`src/rtl/adcemu_pkg.sv`:
```
package adcemu_pkg;
   localparam int NUM_CH = 2;

   function automatic bit legal_res(input int w);
      return (w == 12) || (w == 14);
   endfunction
endpackage

```
`src/rtl/adcemu_edge.sv`:
```
module adcemu_edge #(
   parameter logic IDLE_LVL = 1'b0
) (
   input  logic clk,
   input  logic rst_n,
   input  logic din,
   output logic fall
);
   logic din_q;

   always_ff @(posedge clk) begin
      if (!rst_n) din_q <= IDLE_LVL;
      else        din_q <= din;
   end

   assign fall = din_q & ~din;
endmodule

```
`src/rtl/adcemu_conv_timer.sv`:
```
module adcemu_conv_timer #(
   parameter int W           = 12,
   parameter int NCH         = 2,
   parameter int CONV_CYCLES = 20,
   localparam int CW         = $clog2(CONV_CYCLES + 1)
) (
   input  logic                    clk,
   input  logic                    rst_n,
   input  logic                    start,
   input  logic [NCH-1:0][W-1:0]   samp_in,
   output logic                    busy,
   output logic                    done,
   output logic [NCH-1:0][W-1:0]   result
);
   logic [CW-1:0] remain;

   assign done = busy && (remain == '0);

   always_ff @(posedge clk) begin
      if (!rst_n) begin
         busy   <= 1'b0;
         remain <= '0;
      end else if (!busy) begin
         if (start) begin
            busy   <= 1'b1;
            remain <= CW'(CONV_CYCLES - 1);
         end
      end else if (remain == '0) begin
         busy <= 1'b0;
      end else begin
         remain <= remain - 1'b1;
      end
   end

   for (genvar c = 0; c < NCH; c++) begin : g_res
      always_ff @(posedge clk) begin
         if (!rst_n)    result[c] <= '0;
         else if (done) result[c] <= samp_in[c];
      end
   end
endmodule

```
`src/rtl/adcemu_bit_index.sv`:
```
module adcemu_bit_index #(
   parameter int W   = 12,
   localparam int LAST = 2 * W,
   localparam int IW   = $clog2(LAST + 1)
) (
   input  logic          clk,
   input  logic          rst_n,
   input  logic          reload,
   input  logic          advance,
   output logic [IW-1:0] idx
);
   always_ff @(posedge clk) begin
      if (!rst_n)                               idx <= '0;
      else if (reload)                          idx <= '0;
      else if (advance && (idx != IW'(LAST)))   idx <= idx + 1'b1;
   end
endmodule

```
`src/rtl/adcemu_serializer.sv`:
```
module adcemu_serializer #(
   parameter int W  = 12,
   localparam int IW = $clog2(2 * W + 1)
) (
   input  logic [W-1:0]  first_word,
   input  logic [W-1:0]  second_word,
   input  logic [IW-1:0] idx,
   output logic          bit_out
);
   logic [2*W:0]  stream;
   logic [IW-1:0] pos;

   assign stream  = {first_word, second_word, 1'b0};
   assign pos     = IW'(2 * W) - idx;
   assign bit_out = stream[pos];
endmodule

```
`src/rtl/dual_adc_serial_emu.sv`:
```
module dual_adc_serial_emu #(
   parameter int W           = 12,
   parameter int CONV_CYCLES = 20,
   localparam int NCH        = adcemu_pkg::NUM_CH,
   localparam int IW         = $clog2(2 * W + 1)
) (
   input  logic         clk,
   input  logic         rst_n,
   input  logic         cnv_n,
   input  logic         cs_n,
   input  logic         sclk,
   input  logic [W-1:0] samp_a,
   input  logic [W-1:0] samp_b,
   output logic         busy,
   output logic         sdo_a,
   output logic         sdo_a_oe,
   output logic         sdo_b,
   output logic         sdo_b_oe
);
   // R13 parameter legality
   if (!adcemu_pkg::legal_res(W)) begin : g_bad_res
      $error("dual_adc_serial_emu: W must be 12 or 14");
   end
   if (CONV_CYCLES < 2) begin : g_bad_conv
      $error("dual_adc_serial_emu: CONV_CYCLES must be at least 2");
   end

   logic cnv_fall, cs_fall, sclk_fall;
   logic conv_done;
   logic [IW-1:0] bit_idx;
   logic [NCH-1:0][W-1:0] samp_bus, word_bus;
   logic [NCH-1:0] sdo_bus;

   adcemu_edge #(.IDLE_LVL(1'b0)) u_cnv_edge (
      .clk(clk), .rst_n(rst_n), .din(cnv_n), .fall(cnv_fall));
   adcemu_edge #(.IDLE_LVL(1'b0)) u_cs_edge (
      .clk(clk), .rst_n(rst_n), .din(cs_n), .fall(cs_fall));
   adcemu_edge #(.IDLE_LVL(1'b0)) u_sclk_edge (
      .clk(clk), .rst_n(rst_n), .din(sclk), .fall(sclk_fall));

   assign samp_bus[0] = samp_a;
   assign samp_bus[1] = samp_b;

   adcemu_conv_timer #(.W(W), .NCH(NCH), .CONV_CYCLES(CONV_CYCLES)) u_timer (
      .clk(clk), .rst_n(rst_n), .start(cnv_fall), .samp_in(samp_bus),
      .busy(busy), .done(conv_done), .result(word_bus));

   adcemu_bit_index #(.W(W)) u_index (
      .clk(clk), .rst_n(rst_n),
      .reload(conv_done | cs_fall),
      .advance(sclk_fall & ~cs_n & ~busy),
      .idx(bit_idx));

   for (genvar c = 0; c < NCH; c++) begin : g_ch
      adcemu_serializer #(.W(W)) u_ser (
         .first_word(word_bus[c]),
         .second_word(word_bus[NCH-1-c]),
         .idx(bit_idx),
         .bit_out(sdo_bus[c]));
   end

   assign sdo_a    = sdo_bus[0];
   assign sdo_b    = sdo_bus[1];
   assign sdo_a_oe = ~cs_n;
   assign sdo_b_oe = ~cs_n;
endmodule

```
`config.mk`:
```
export PLATFORM = sky130hd
export DESIGN_NAME = dual_adc_serial_emu
export DESIGN_NICKNAME = d
export VERILOG_FILES = /design/src/rtl/adcemu_pkg.sv /design/src/rtl/adcemu_edge.sv /design/src/rtl/adcemu_conv_timer.sv /design/src/rtl/adcemu_bit_index.sv /design/src/rtl/adcemu_serializer.sv /design/src/rtl/dual_adc_serial_emu.sv
export SDC_FILE = /design/constraint.sdc
export NUM_CORES = 1
export LEC_CHECK = 0
export BUFFER_PORTS_ARGS = -buffer_cell sky130_fd_sc_hd__buf_2
export CAP_MARGIN = 10
export CORE_ASPECT_RATIO = 0.7
export CORE_UTILIZATION = 58
export CTS_BUF_LIST = sky130_fd_sc_hd__clkbuf_8
export DETAILED_ROUTE_END_ITERATION = 8
export GPL_ROUTABILITY_DRIVEN = 0
export GPL_TIMING_DRIVEN = 0
export PLACE_DENSITY = 0.82
export REMOVE_ABC_BUFFERS = 1
export SETUP_SLACK_MARGIN = 0.4
export SKIP_LAST_GASP = 1
export SYNTH_ARGS = -nofsm -noshare
export SYNTH_HDL_FRONTEND = slang
export SYNTH_SLANG_ARGS = --single-unit
export TNS_END_PERCENT = 50
```
`constraint.sdc`:
```
create_clock -name clk -period 3.1 [get_ports clk]
set_input_delay 0.62 -clock clk [delete_from_list [all_inputs] [get_ports clk]]
set_output_delay 0.62 -clock clk [all_outputs]
set_load 0.01 [all_outputs]
```
---- Yosys cells after proc, flatten, opt, wreduce, memory -nomap -nowiden ----
Cells that the tools add are included.
operators by class
  add/subtract/negate cells ............... 3
  reductions and logical operators ........ 6
  equal/unequal tests ..................... 2
  bitwise operators ....................... 11
  order comparisons ....................... 1
  multiplexer cells ....................... 10
operator list
  cell                 count
  $mux 5               3
  $bmux 1 s5           2
  $lt 5x6->1 const B   1
  $add 5x1->5 const B  1
  $and 1x1->1          5
  $logic_not 5->1      1
  $mux 1               5
  $ne 5x5->1 const B   1
  $not 1->1            5
  $sub 5x1->5 const B  1
  $sub 5x5->5 const A  1
  $logic_and 1x1->1    2
  $ne 2x2->1 const B   1
  $reduce_and 2->1     1
  $reduce_bool 2->1    1
  $reduce_or 2->1      1
  $or 1x1->1           1
storage, ports and cells
  logic and storage cells ................. 41
  output and inout bits ................... 5
  bits in registers ....................... 38
  input port bits ......................... 29

---- Depth between registers and ports, before layout ----
Gate-level depths: netlist of run 1.
  depth in word-level cells ............... 5
  depth in mapped cells ................... 9
  depth with buffers taken out ............ 7

---- Cells and area by module ----
A second synthesis of run 1 with hierarchy kept.
second synthesis, totals
  cell total of the unflattened synthesis .. 263
  area total of the unflattened synthesis .. 2444.8 um^2
modules (own cells, without submodules)
  module               cells each  times used  area an instance (um^2)  seq. area each (um^2)
  adcemu_conv_timer    137         1           1276.2                   600.6
  adcemu_serializer    42          2           379.1                    0.0
  adcemu_bit_index     29          1           271.5                    100.1
  adcemu_edge          3           3           36.3                     20.0
  dual_adc_serial_emu  4           1           30.0                     0.0

---- Least setup slack after synthesis of run 1 ----
No wires, ideal clock.
  path type ............................... register to output
  from .................................... register u_index.idx[0]
  to ...................................... output port sdo_a
  stages on the path, launching flop included .. 9
  arrival time ............................ 2.089 ns
  data required time ...................... 2.480 ns
  path buffers ............................ 2
  slack ................................... 0.391 ns
  cell sequence ........................... dfxtp_1 buf_2 inv_1 ha_1 buf_2 mux4_2 or2_2 a32oi_1 o211ai_1
on the way
  word-level cells in the longest chain between the ends .. 3
RTL lines
  what                          line                       source
  start: declaration            adcemu_bit_index.sv:10     output logic [IW-1:0] idx
  start signal: assignment      adcemu_bit_index.sv:15     else if (advance && (idx != IW'(LAST))) idx <= idx + 1'b1;
  $sub 5x5->5                   adcemu_serializer.sv:14    assign pos = IW'(2 * W) - idx;
  $bmux 1 s5                    adcemu_serializer.sv:15    assign bit_out = stream[pos];
  $mux 1 (not written as such)  adcemu_serializer.sv:15
  end: declaration              dual_adc_serial_emu.sv:15  output logic sdo_a,
No other way between the ends. The select of a mux whose other input is x is not followed.

---- Worst setup path after layout of run 1 ----
  from .................................... register u_index.idx[0]
  to ...................................... output port sdo_b
on the way
  word-level cells in the longest chain between the ends .. 3
RTL lines
  what                          line                       source
  $sub 5x5->5                   adcemu_serializer.sv:14
  $bmux 1 s5                    adcemu_serializer.sv:15
  $mux 1 (not written as such)  adcemu_serializer.sv:15
  end: declaration              dual_adc_serial_emu.sv:17  output logic sdo_b,
No other way between the ends. The select of a mux whose other input is x is not followed.

==> results.md, run 1 <==
* Via-per-instance ratio at 5.54
* FILL cells at 254
* Worst r2r dst: u_timer.remain[1]
* Number of sinks handled by clock tree synthesis at 38
* Count of cell types in the netlist at 48
* Std cell rows at 17
* Critical path depth at 8
* Number of DRC markers in iteration 0 at 100
* Post-synthesis sequential element count at 38
* Critical Path End: sdo_b
* Result of the run: finished, final reports clean
* Number of cell instances on the worst register-to-register path at 6
* Most common cell after layout, fill and taps aside: sky130_fd_sc_hd__nand2_1
* Global-route wire length before repair at 7450 microns
* Post-Route Hold Slack at 0.461 ns
* Sequential cell fraction of total power at 49.6%
* M1 GR Usage at 33.5%
* FF-to-FF Start: u_timer.remain[0]
* Vias in the first global route at 1,628
* Longest Clk Path Bufs at 2
* Maximum number of pins on one net before global-route repair at 34
* Total leakage power at 0.959 nW
* Cts bufs inserted at 5
* Arrival @ worst endpoint at 2.26 ns
* # IOs at 34
* Startpoint type of the worst setup path: flip-flop
* Least-Margin Pin Slew at 0.963 ns
* TritonCTS clock tree: done
* GR Util All Layers at 27.4%
* FF+latch area at 769 sq um
* Slew Viols, Final at 0
* Slowest stage delay, CP at 0.37 ns
* Crit. Startpoint: u_index.idx[0]
* CP cell instances: clkinvlp_4 -> ha_4 -> mux4_2 -> nand2_2 -> o31a_4 -> o22ai_2 -> a221o_1 -> buf_2
* Power dissipated by switching net loads at 0.245 mW
* Number of instances in the synthesized netlist at 232
* Global route hottest layer: met2
* Routing usage on met2 at 44.5%
* Initial antenna violation count at 0
* Fraction of power consumed by the clock network at 38.3%
* Count of buffers inserted at the top-level ports at 33
* CTS root buffer: sky130_fd_sc_hd__clkbuf_8
* GRT met3 Usage at 8.48%
* Class of the most critical setup path: flip-flop to output port
* Die W at 72.1 microns
* Height of the die at 51.1 microns
* Setup-failing EPs final at 0
* Full die area at 3680 sq um
* Worst-skew pair later-pin latency at 0.29 ns
* Class of the worst hold path: flip-flop to flip-flop
* Crit-path leading delay family: compound AO/OA/AOI/OAI gates
* Setup repair after global routing missed its margin: true
* Overall routed net length at 4490 microns
* Core Box Area at 3210 sq um
* Syn-to-layout area delta at 19.5%
* DRC errors left at 0
* P_int at 0.800 mW
* Kind of capture point of the worst setup path: output port
* Highest attainable clock frequency at 347 MHz
* Number of synthesized flops with an enable pin at 0
* Setup slack on the worst flop-to-flop path at 1.06 ns
* Commonest cells after routing, fill and taps aside: sky130_fd_sc_hd__nand2_1 (54), sky130_fd_sc_hd__dfxtp_1 (35), sky130_fd_sc_hd__buf_2 (33)
* Share of synthesized area occupied by flip-flops and latches at 38.1%
* Final-stage net count at 295
* Shortest period the worst path allows at 2.88 ns
* Post-synthesis instance area at 1990 sq um
* Area of the multi-input gates at 1200 sq um
* Data required time at the worst endpoint at 2.48 ns
* Detail Placement HPWL at 2700 microns
* Share of flip-flops with an asynchronous set or reset at 0%
* Max Cap Viol at 0
* Antenna Diode Count at 0
* Final global-route overflow total at 0
* Routed len/inst at 14.4 microns
* DR vias at 1,723
* Cell Pwr Density at 439 nW/um^2
* Total negative slack at 0 ns
* Worst ir drop on vdd at 288 uV
* Clock transition at path regs at 0.07 ns
* Synthesis Warnings at 0
* Mean post-synth cell area at 8.60 sq um
* Ratio of final minimum period to clock period at 92.9%
* Worst-path cell with the longest stage delay: sky130_fd_sc_hd__dfxtp_4
* H-tree levels at 2
* Final ANT Viol Nets at 0
* Synth Flop Type: sky130_fd_sc_hd__dfxtp_1
* CP Max Fanout at 7
* Final Hold Fails at 0
* CP bufs+invs at 2
* Switching part of the total power at 23.5%
* Worst clock skew on the final layout at 0.00655 ns
* Fraction of power consumed by combinational cells at 12.1%
* Share of cells above drive strength 1 at 28.4%
* Initial standard-cell utilization of the core at 62.1%
* TritonRoute pass-1 iters at 4
* Slew Limit Headroom at 35.7%
-- tightest hold or removal path: stages (launching register included) --
cell                       delay (ns)
sky130_fd_sc_hd__dfxtp_1         0.31
sky130_fd_sc_hd__nand2_1         0.04
sky130_fd_sc_hd__a21boi_0        0.06
-- power by group through the flow --
stage               clock [mW]  sequential [mW]  combinational, mW
floorplan                    0            0.528             0.0710
global placement             0            0.531              0.108
detailed placement           0            0.532              0.111
CTS                      0.407            0.518              0.121
global route             0.436            0.521              0.141
finish                   0.401            0.518              0.127
-- per-stage QoR --
step / power, mW / worst slack, ns / cells / area [sq um] / utilization (%)
after floorplan: 0.599 / 0.108 / 216 / 1910 / -
after global placement: 0.639 / -0.407 / 296 / 2140 / 66.6
after detailed placement: 0.643 / -0.442 / 296 / 2140 / 66.7
after CTS: 1.05 / 0.260 / 310 / 2330 / 72.7
after global routing: 1.10 / 0.142 / 311 / 2380 / 74.2
final: 1.05 / 0.219 / 311 / 2380 / 74.2
-- flip-flops by register name (all words and copies together), names as in the netlist --
| signal | cells |
|---|---|
| u_cnv_edge.din_q | 1 |
| u_timer.result | 24 |
| u_timer.busy | 1 |
| u_timer.remain | 5 |
| u_index.idx | 5 |
| u_cs_edge.din_q | 1 |
| u_sclk_edge.din_q | 1 |
-- area by class of cell --
| type | count | area share [%] |
|---|---|---|
| Clock buffer | 5 | 2.89 |
| Clock inverter | 3 | 1.57 |
| Inverter | 6 | 1.10 |
| Multi-Input combinational cell | 172 | 50.2 |
| Sequential cell | 38 | 32.3 |
| Tap cell | 47 | 2.47 |
| Timing Repair Buffer | 40 | 9.45 |
-- worst min-delay path by stage --
| stage | from | to | slack [ns] | depth (start not counted) |
|---|---|---|---|---|
| final | u_timer.result[18] | u_timer.result[18] | 0.46 | 2 |
| after global routing | u_timer.result[3] | u_timer.result[3] | 0.49 | 2 |
| after CTS | u_timer.result[18] | u_timer.result[18] | 0.46 | 2 |
| after detailed placement | u_timer.result[18] | u_timer.result[18] | 0.45 | 2 |
| after global placement | u_timer.result[3] | u_timer.result[3] | 0.45 | 2 |
| after floorplan | u_timer.result[14] | u_timer.result[14] | 0.44 | 2 |
-- kinds of logic (layout without fill, tap and decap cells) --
kind of cell,count (synthesis),after routing,share of synthesized area [%]
simple gates,102,102,24.7
compound gates,47,47,17.6
flops,38,38,38.1
buf+inv,22,54,5.14
mux,13,13,8.47
xor+xnor,7,7,4.02
fa+ha+maj,3,3,1.88
-- cells in the mapped netlist, types with 6 or more instances --
| cell | n | area (sq um) |
|---|---|---|
| sky130_fd_sc_hd__a21boi_0 | 24 | 180 |
| sky130_fd_sc_hd__buf_2 | 6 | 30.0 |
| sky130_fd_sc_hd__dfxtp_1 | 38 | 761 |
| sky130_fd_sc_hd__inv_1 | 6 | 22.5 |
| sky130_fd_sc_hd__a21oi_1 | 6 | 30.0 |
| sky130_fd_sc_hd__mux2i_1 | 9 | 90.1 |
| sky130_fd_sc_hd__nor2b_1 | 6 | 37.5 |
| sky130_fd_sc_hd__nand2_1 | 56 | 210 |
| sky130_fd_sc_hd__clkbuf_1 | 7 | 26.3 |
| sky130_fd_sc_hd__nor2_1 | 10 | 37.5 |
-- metal layers --
metal  vias up  share of wire [%]
li1        851                  -
met1       805                 45
met2        54                 48
met3        13                4.9
met4         0                2.4
met5         -                  0
-- repair_timing --
item | in CTS | in global routing
pin swaps | 2 | 3
hold buffers | 0 | 0
setup endpoints to repair | 2 | 2
setup buffers | 6 | 1
resized for setup | 13 | 9
No activity file was read; power rests on OpenSTA's default activity.
==> run 2: changes to the inputs <==
--- a/config.mk
+++ b/config.mk
@@ -13,7 +13,7 @@
 export DETAILED_ROUTE_END_ITERATION = 8
 export GPL_ROUTABILITY_DRIVEN = 0
 export GPL_TIMING_DRIVEN = 0
-export PLACE_DENSITY = 0.82
+export PLACE_DENSITY = 0.9
 export REMOVE_ABC_BUFFERS = 1
 export SETUP_SLACK_MARGIN = 0.4
 export SKIP_LAST_GASP = 1
==> run 2 against run 1 <==
  * Design area fell by 2.3%
  * Clock skew is 0.0026 ns lower
  * Combinational power fell by 5%
  * Sequential cell count unchanged
  * Register-to-register slack about the same
  * First-iteration DRC count rose by 92%
  * Utilization is 1.7 points lower
  * Power down 4.7%
  * Critical path type unchanged
  * Largest power group unchanged
  * Highest routed layer unchanged
==> results.md, run 2 (synthesized netlist as in run 1, its figures left out) <==
* Final-stage net count at 294 (was 295)
* Most common cell after layout, fill and taps aside: sky130_fd_sc_hd__nand2_1 (unchanged)
* Cts bufs inserted at 5 (unchanged)
* Shortest period the worst path allows at 2.80 ns (was 2.88 ns)
* Number of DRC markers in iteration 0 at 192 (was 100)
* CP Max Fanout at 7 (unchanged)
* Pre-CTS WS at -0.448 ns (was -0.442 ns)
* Syn-to-layout area delta at 16.8% (was 19.5%)
* Least-Margin Pin Slew at 1.02 ns (was 0.963 ns)
* Antenna Diode Count at 0 (unchanged)
* Slew Limit Headroom at 31.9% (was 35.7%)
* DR vias at 1,684 (was 1,723)
* Worst clock skew on the final layout at 0.00398 ns (was 0.00655 ns)
* Final Hold Fails at 0 (unchanged)
* Max Cap Viol at 0 (unchanged)
* Detail Placement HPWL at 2660 microns (was 2700 microns)
* Class of the most critical setup path: flip-flop to output port (unchanged)
* Final ANT Viol Nets at 0 (unchanged)
* Worst ir drop on vdd at 341 uV (was 288 uV)
* Smallest setup slack after layout at 0.296 ns (was 0.219 ns)
* Arrival @ worst endpoint at 2.18 ns (was 2.26 ns)
* DRC errors left at 0 (unchanged)
* H-tree levels at 2 (unchanged)
* Routing usage on met2 at 40.7% (was 44.5%)
* DP Area at 2140 sq um (unchanged)
* Startpoint type of the worst setup path: flip-flop (unchanged)
* Class of the worst hold path: flip-flop to flip-flop (unchanged)
* GR Util All Layers at 26.1% (was 27.4%)
* Slew Viols, Final at 0 (unchanged)
* TritonCTS clock tree: done (unchanged)
* GRT met3 Usage at 6.51% (was 8.48%)
* Sum of internal, switching and leakage power at 0.996 mW (was 1.05 mW)
* Kind of capture point of the worst setup path: output port (unchanged)
* Share of cells above drive strength 1 at 26.6% (was 28.4%)
* FF+latch area at 771 sq um (was 769 sq um)
* Count of buffers inserted at the top-level ports at 33 (unchanged)
* Die W at 72.1 microns (unchanged)
* Final global-route overflow total at 0 (unchanged)
* Maximum number of pins on one net before global-route repair at 34 (unchanged)
* P_int at 0.742 mW (was 0.800 mW)
* M1 GR Usage at 33.2% (was 33.5%)
* Vias in the first global route at 1,574 (was 1,628)
* CP cell instances: inv_4 -> ha_4 -> buf_4 -> nand2b_1 -> and3_1 -> o31a_2 -> o22ai_1 -> a221o_1 -> buf_2 (was clkinvlp_4 -> ha_4 -> mux4_2 -> nand2_2 -> o31a_4 -> o22ai_2 -> a221o_1 -> buf_2)
* Global-route wire length before repair at 7090 microns (was 7450 microns)
* Number of sinks handled by clock tree synthesis at 38 (unchanged)
* Cell Pwr Density at 428 nW/um^2 (was 439 nW/um^2)
* FILL cells at 233 (was 254)
* Largest register FFs at 24 (unchanged)
* Height of the die at 51.1 microns (unchanged)
* TritonRoute pass-1 iters at 4 (unchanged)
* Total leakage power at 0.925 nW (was 0.959 nW)
* Slowest stage delay, CP at 0.38 ns (was 0.37 ns)
* Highest attainable clock frequency at 357 MHz (was 347 MHz)
* Power dissipated by switching net loads at 0.254 mW (was 0.245 mW)
* Overall routed net length at 4230 microns (was 4490 microns)
* Core Box Area at 3210 sq um (unchanged)
* Setup-failing EPs final at 0 (unchanged)
* Most flops, register: u_timer.result (unchanged)
* Routed len/inst at 13.7 microns (was 14.4 microns)
* Std cell rows at 17 (unchanged)
* Initial standard-cell utilization of the core at 62.1% (unchanged)
* Via-per-instance ratio at 5.43 (was 5.54)
* Worst-path cell with the longest stage delay: sky130_fd_sc_hd__dfxtp_4 (unchanged)
* Area of the multi-input gates at 1160 sq um (was 1200 sq um)
* Full die area at 3680 sq um (unchanged)
* Switching part of the total power at 25.5% (was 23.5%)
* Fraction of power consumed by combinational cells at 12.2% (was 12.1%)
* Setup repair after global routing missed its margin: true (unchanged)
* Global route hottest layer: met2 (unchanged)
* # IOs at 34 (unchanged)
* Data required time at the worst endpoint at 2.48 ns (about the same)
* Fraction of power consumed by the clock network at 35.8% (was 38.3%)
* Ratio of final minimum period to clock period at 90.4% (was 92.9%)
* Sequential cell fraction of total power at 52.0% (was 49.6%)
* Initial antenna violation count at 0 (unchanged)
* Longest Clk Path Bufs at 2 (unchanged)
* Commonest cells after routing, fill and taps aside: sky130_fd_sc_hd__nand2_1 (56), sky130_fd_sc_hd__dfxtp_1 (34), sky130_fd_sc_hd__buf_2 (33) (was sky130_fd_sc_hd__nand2_1 (54), sky130_fd_sc_hd__dfxtp_1 (35), sky130_fd_sc_hd__buf_2 (33))
* Registers with the most flip-flops: u_timer.result (24), u_index.idx (5), u_timer.remain (5) (unchanged)
* Clock transition at path regs at 0.07 ns (about the same)
* Area of all placed cells without fillers at 2330 sq um (was 2380 sq um)
* Worst-skew pair later-pin latency at 0.30 ns (was 0.29 ns)
* Result of the run: finished, final reports clean (unchanged)
* Post-Route Hold Slack at 0.461 ns (about the same)
* Total negative slack at 0 ns (unchanged)
* CTS root buffer: sky130_fd_sc_hd__clkbuf_8 (unchanged)
run 2: timing repair:
item	CTS	global route
hold endpoints to repair	0	0
buffers inserted	6	0
hold buffers	0	0
endpoints found under the setup margin	2	2
resized for setup	15	2
pin swaps	5	1
run 2: final timing paths:
kind	slack [ns]	startpoint	cells past startpoint	endpoint
setup / recovery	0.30	u_index.idx[0]	9	sdo_b
hold / removal	0.46	u_timer.result[17]	2	u_timer.result[17]
setup reg to reg	1.05	u_timer.remain[0]	6	u_timer.remain[1]
hold reg to reg	0.46	u_timer.result[17]	2	u_timer.result[17]
run 2: final cells by class:
type	instances	share of cell area [%]
multi-input cells	172	49.7
inverters	6	1.07
flip-flops and latches	38	33.1
clock inverters	2	0.537
clock buffers	6	3.54
well taps	47	2.52
repair buffers	39	9.51
run 2: through the flow:
| stage | instances | utilization, % |
|---|---|---|
| floorplan | 216 | - |
| global placement | 296 | 66.6 |
| detailed placement | 296 | 66.7 |
| CTS | 310 | 72.4 |
| global route | 310 | 72.5 |
| finish | 310 | 72.5 |
run 2: power groups by stage:
| stage | clock [mW] | sequential (mW) | combinational [mW] |
|---|---|---|---|
| 2_1_floorplan | 0 | 0.528 | 0.0710 |
| 3_3_place_gp | 0 | 0.531 | 0.107 |
| 3_5_place_dp | 0 | 0.532 | 0.110 |
| 4_1_cts | 0.362 | 0.518 | 0.120 |
| 5_1_grt | 0.383 | 0.520 | 0.136 |
| 6_report | 0.357 | 0.518 | 0.121 |
run 2: worst max-delay path, delay by kind of cell, from the launching register on:
kind                     cells  cell delay, ns
buffers and inverters        3            0.34
AO/OA/AOI/OAI                3            0.58
AND/OR/NAND/NOR              2            0.31
adder cells (fa/ha/maj)      1            0.29
flip-flops                   1            0.38
run 2: layer usage:
metal	vias to the layer above	wire, microns	share of wire (%)
li1	851	-	-
met3	15	221	5.2
met1	760	1960	46
met4	0	122	2.9
met2	58	1930	46
met5	-	0	0
==> run 3: changes to the inputs <==
==> constraint.sdc (replaced) <==
create_clock -name clk -period 3.15 [get_ports clk]
set_input_delay 0.63 -clock clk [delete_from_list [all_inputs] [get_ports clk]]
set_output_delay 0.63 -clock clk [all_outputs]
set_load 0.01 [all_outputs]
==> run 3 against run 2 <==
  * Design area down 0.38%
  * Utilization down 0.27 points
  * Critical path type unchanged
  * Sequential share of layout area up 0.071 points
  * Power down 1.6%
  * Register-to-register slack better by 0.03 ns
  * Highest routed layer unchanged
  * Global-route usage down 0.17 points
==> results.md, run 3 (synthesized netlist as in run 1, its figures left out) <==
* Result of the run: finished, final reports clean (unchanged)
* Via-per-instance ratio at 5.43 (about the same)
* Slowest stage delay, CP at 0.38 ns (about the same)
* Total negative slack at 0 ns (unchanged)
* Slew Limit Headroom at 29.9% (was 31.9%)
* Share of cells above drive strength 1 at 26.0% (was 26.6%)
* CP cell instances: inv_4 -> ha_4 -> buf_4 -> nand2b_1 -> and3_1 -> o31a_2 -> o22ai_1 -> a221o_1 -> buf_2 (unchanged)
* Overall routed net length at 4230 microns (about the same)
* Antenna Diode Count at 0 (unchanged)
* CP Max Fanout at 7 (unchanged)
* H-tree levels at 2 (unchanged)
* Worst-path cell with the longest stage delay: sky130_fd_sc_hd__dfxtp_4 (unchanged)
* Std cell rows at 17 (unchanged)
* Vias in the first global route at 1,568 (was 1,574)
* Number of DRC markers in iteration 0 at 173 (was 192)
* Die W at 72.1 microns (unchanged)
* Clock transition at path regs at 0.08 ns (was 0.07 ns)
* Arrival @ worst endpoint at 2.20 ns (was 2.18 ns)
* Startpoint type of the worst setup path: flip-flop (unchanged)
* Setup-failing EPs final at 0 (unchanged)
* Global-route wire length before repair at 7040 microns (was 7090 microns)
* DRC errors left at 0 (unchanged)
* Setup repair after global routing missed its margin: true (unchanged)
* TritonRoute pass-1 iters at 5 (was 4)
* Most common cell after layout, fill and taps aside: sky130_fd_sc_hd__nand2_1 (unchanged)
* DR vias at 1,679 (was 1,684)
* Class of the worst hold path: flip-flop to flip-flop (unchanged)
* Crit-path leading delay family: compound AO/OA/AOI/OAI gates (unchanged)
* Count of buffers inserted at the top-level ports at 33 (unchanged)
* Area of all placed cells without fillers at 2320 sq um (was 2330 sq um)
* Slew Viols, Final at 0 (unchanged)
* DP Area at 2140 sq um (unchanged)
* Data required time at the worst endpoint at 2.52 ns (was 2.48 ns)
* Least-Margin Pin Slew at 1.05 ns (was 1.02 ns)
* Registers with the most flip-flops: u_timer.result (24), u_index.idx (5), u_timer.remain (5) (unchanged)
* Routed len/inst at 13.7 microns (about the same)
* Shortest period the worst path allows at 2.83 ns
* Final Hold Fails at 0 (unchanged)
* Final global-route overflow total at 0 (unchanged)
* Worst ir drop on vdd at 335 uV (was 341 uV)
* Class of the most critical setup path: flip-flop to output port (unchanged)
* Initial antenna violation count at 0 (unchanged)
* Worst-skew pair later-pin latency at 0.30 ns (about the same)
* Initial standard-cell utilization of the core at 62.1% (unchanged)
* Highest attainable clock frequency at 353 MHz
* Number of sinks handled by clock tree synthesis at 38 (unchanged)
* Syn-to-layout area delta at 16.4% (was 16.8%)
* Most flops, register: u_timer.result (unchanged)
* Kind of capture point of the worst setup path: output port (unchanged)
* Ratio of final minimum period to clock period at 89.9%
* Cts bufs inserted at 5 (unchanged)
* Detail Placement HPWL at 2660 microns (unchanged)
* # IOs at 34 (unchanged)
* Max Cap Viol at 0 (unchanged)
* Full die area at 3680 sq um (unchanged)
* Total leakage power at 0.920 nW (was 0.925 nW)
* Maximum number of pins on one net before global-route repair at 34 (unchanged)
* CP bufs+invs at 3 (unchanged)
* Longest Clk Path Bufs at 2 (unchanged)
* Height of the die at 51.1 microns (unchanged)
* TritonCTS clock tree: done (unchanged)
* Core Box Area at 3210 sq um (unchanged)
* Largest register FFs at 24 (unchanged)
* GR Util All Layers at 26.0% (was 26.1%)
* CTS root buffer: sky130_fd_sc_hd__clkbuf_8 (unchanged)
* Final-stage net count at 293 (was 294)
* Final ANT Viol Nets at 0 (unchanged)
* Commonest cells after routing, fill and taps aside: sky130_fd_sc_hd__nand2_1 (56), sky130_fd_sc_hd__dfxtp_1 (35), sky130_fd_sc_hd__buf_2 (33) (was sky130_fd_sc_hd__nand2_1 (56), sky130_fd_sc_hd__dfxtp_1 (34), sky130_fd_sc_hd__buf_2 (33))
* Worst clock skew on the final layout at 0.00378 ns (was 0.00398 ns)
* Cell Pwr Density at 422 nW/um^2 (was 428 nW/um^2)
## run 3: final timing paths
path / slack (ns) / cells past startpoint / startpoint / to
setup / recovery: 0.32 / 9 / u_index.idx[0] / sdo_b
setup reg to reg: 1.08 / 6 / u_timer.remain[0] / u_timer.remain[1]
hold reg to reg: 0.46 / 2 / u_timer.result[17] / u_timer.result[17]
hold / removal: 0.46 / 2 / u_timer.result[17] / u_timer.result[17]
## run 3: final cells by class
| type | count | area, sq um |
|---|---|---|
| Clock buffer | 6 | 82.6 |
| Sequential cell | 38 | 769 |
| Clock inverter | 2 | 12.5 |
| Multi-Input combinational cell | 172 | 1160 |
| Timing Repair Buffer | 38 | 214 |
| Fill cell | 236 | 891 |
| Inverter | 6 | 25.0 |
| Tap cell | 47 | 58.8 |
## run 3: layer usage
metal	share of wire, %	global-route usage, %
met1	47	32.8
met2	45	40.5
met3	4.9	6.51
met4	2.9	15.0
met5	0	0
## run 3: what timing repair did
item | CTS | global route
resized for setup | 15 | 1
endpoints found under the hold margin | 0 | 0
setup buffers | 5 | 0
hold buffers | 0 | 0
endpoints found under the setup margin | 2 | 2
pin swaps | 5 | 1
## run 3: per-stage QoR
step / power (mW) / worst slack, ns / hold slack [ns] / cells / utilization [%]
floorplan: 0.590 / 0.148 / 0.440 / 216 / -
global placement: 0.628 / -0.356 / 0.449 / 296 / 66.6
detailed placement: 0.632 / -0.408 / 0.455 / 296 / 66.7
CTS: 0.983 / 0.364 / 0.466 / 309 / 72.1
global route: 1.02 / 0.219 / 0.497 / 309 / 72.3
finish: 0.980 / 0.319 / 0.461 / 309 / 72.3
## run 3: tightest hold or removal path, stage by stage (launching register included)
cell and delay [ns]:
sky130_fd_sc_hd__dfxtp_1 0.31, sky130_fd_sc_hd__nand2_1 0.04, sky130_fd_sc_hd__a21boi_0 0.06
## run 3: where the power goes
part	internal, mW	total, mW	switching, mW
registers	0.498	0.510	0.0121
clock network	0.176	0.351	0.175
logic	0.0567	0.119	0.0626
total	0.730	0.980	0.250
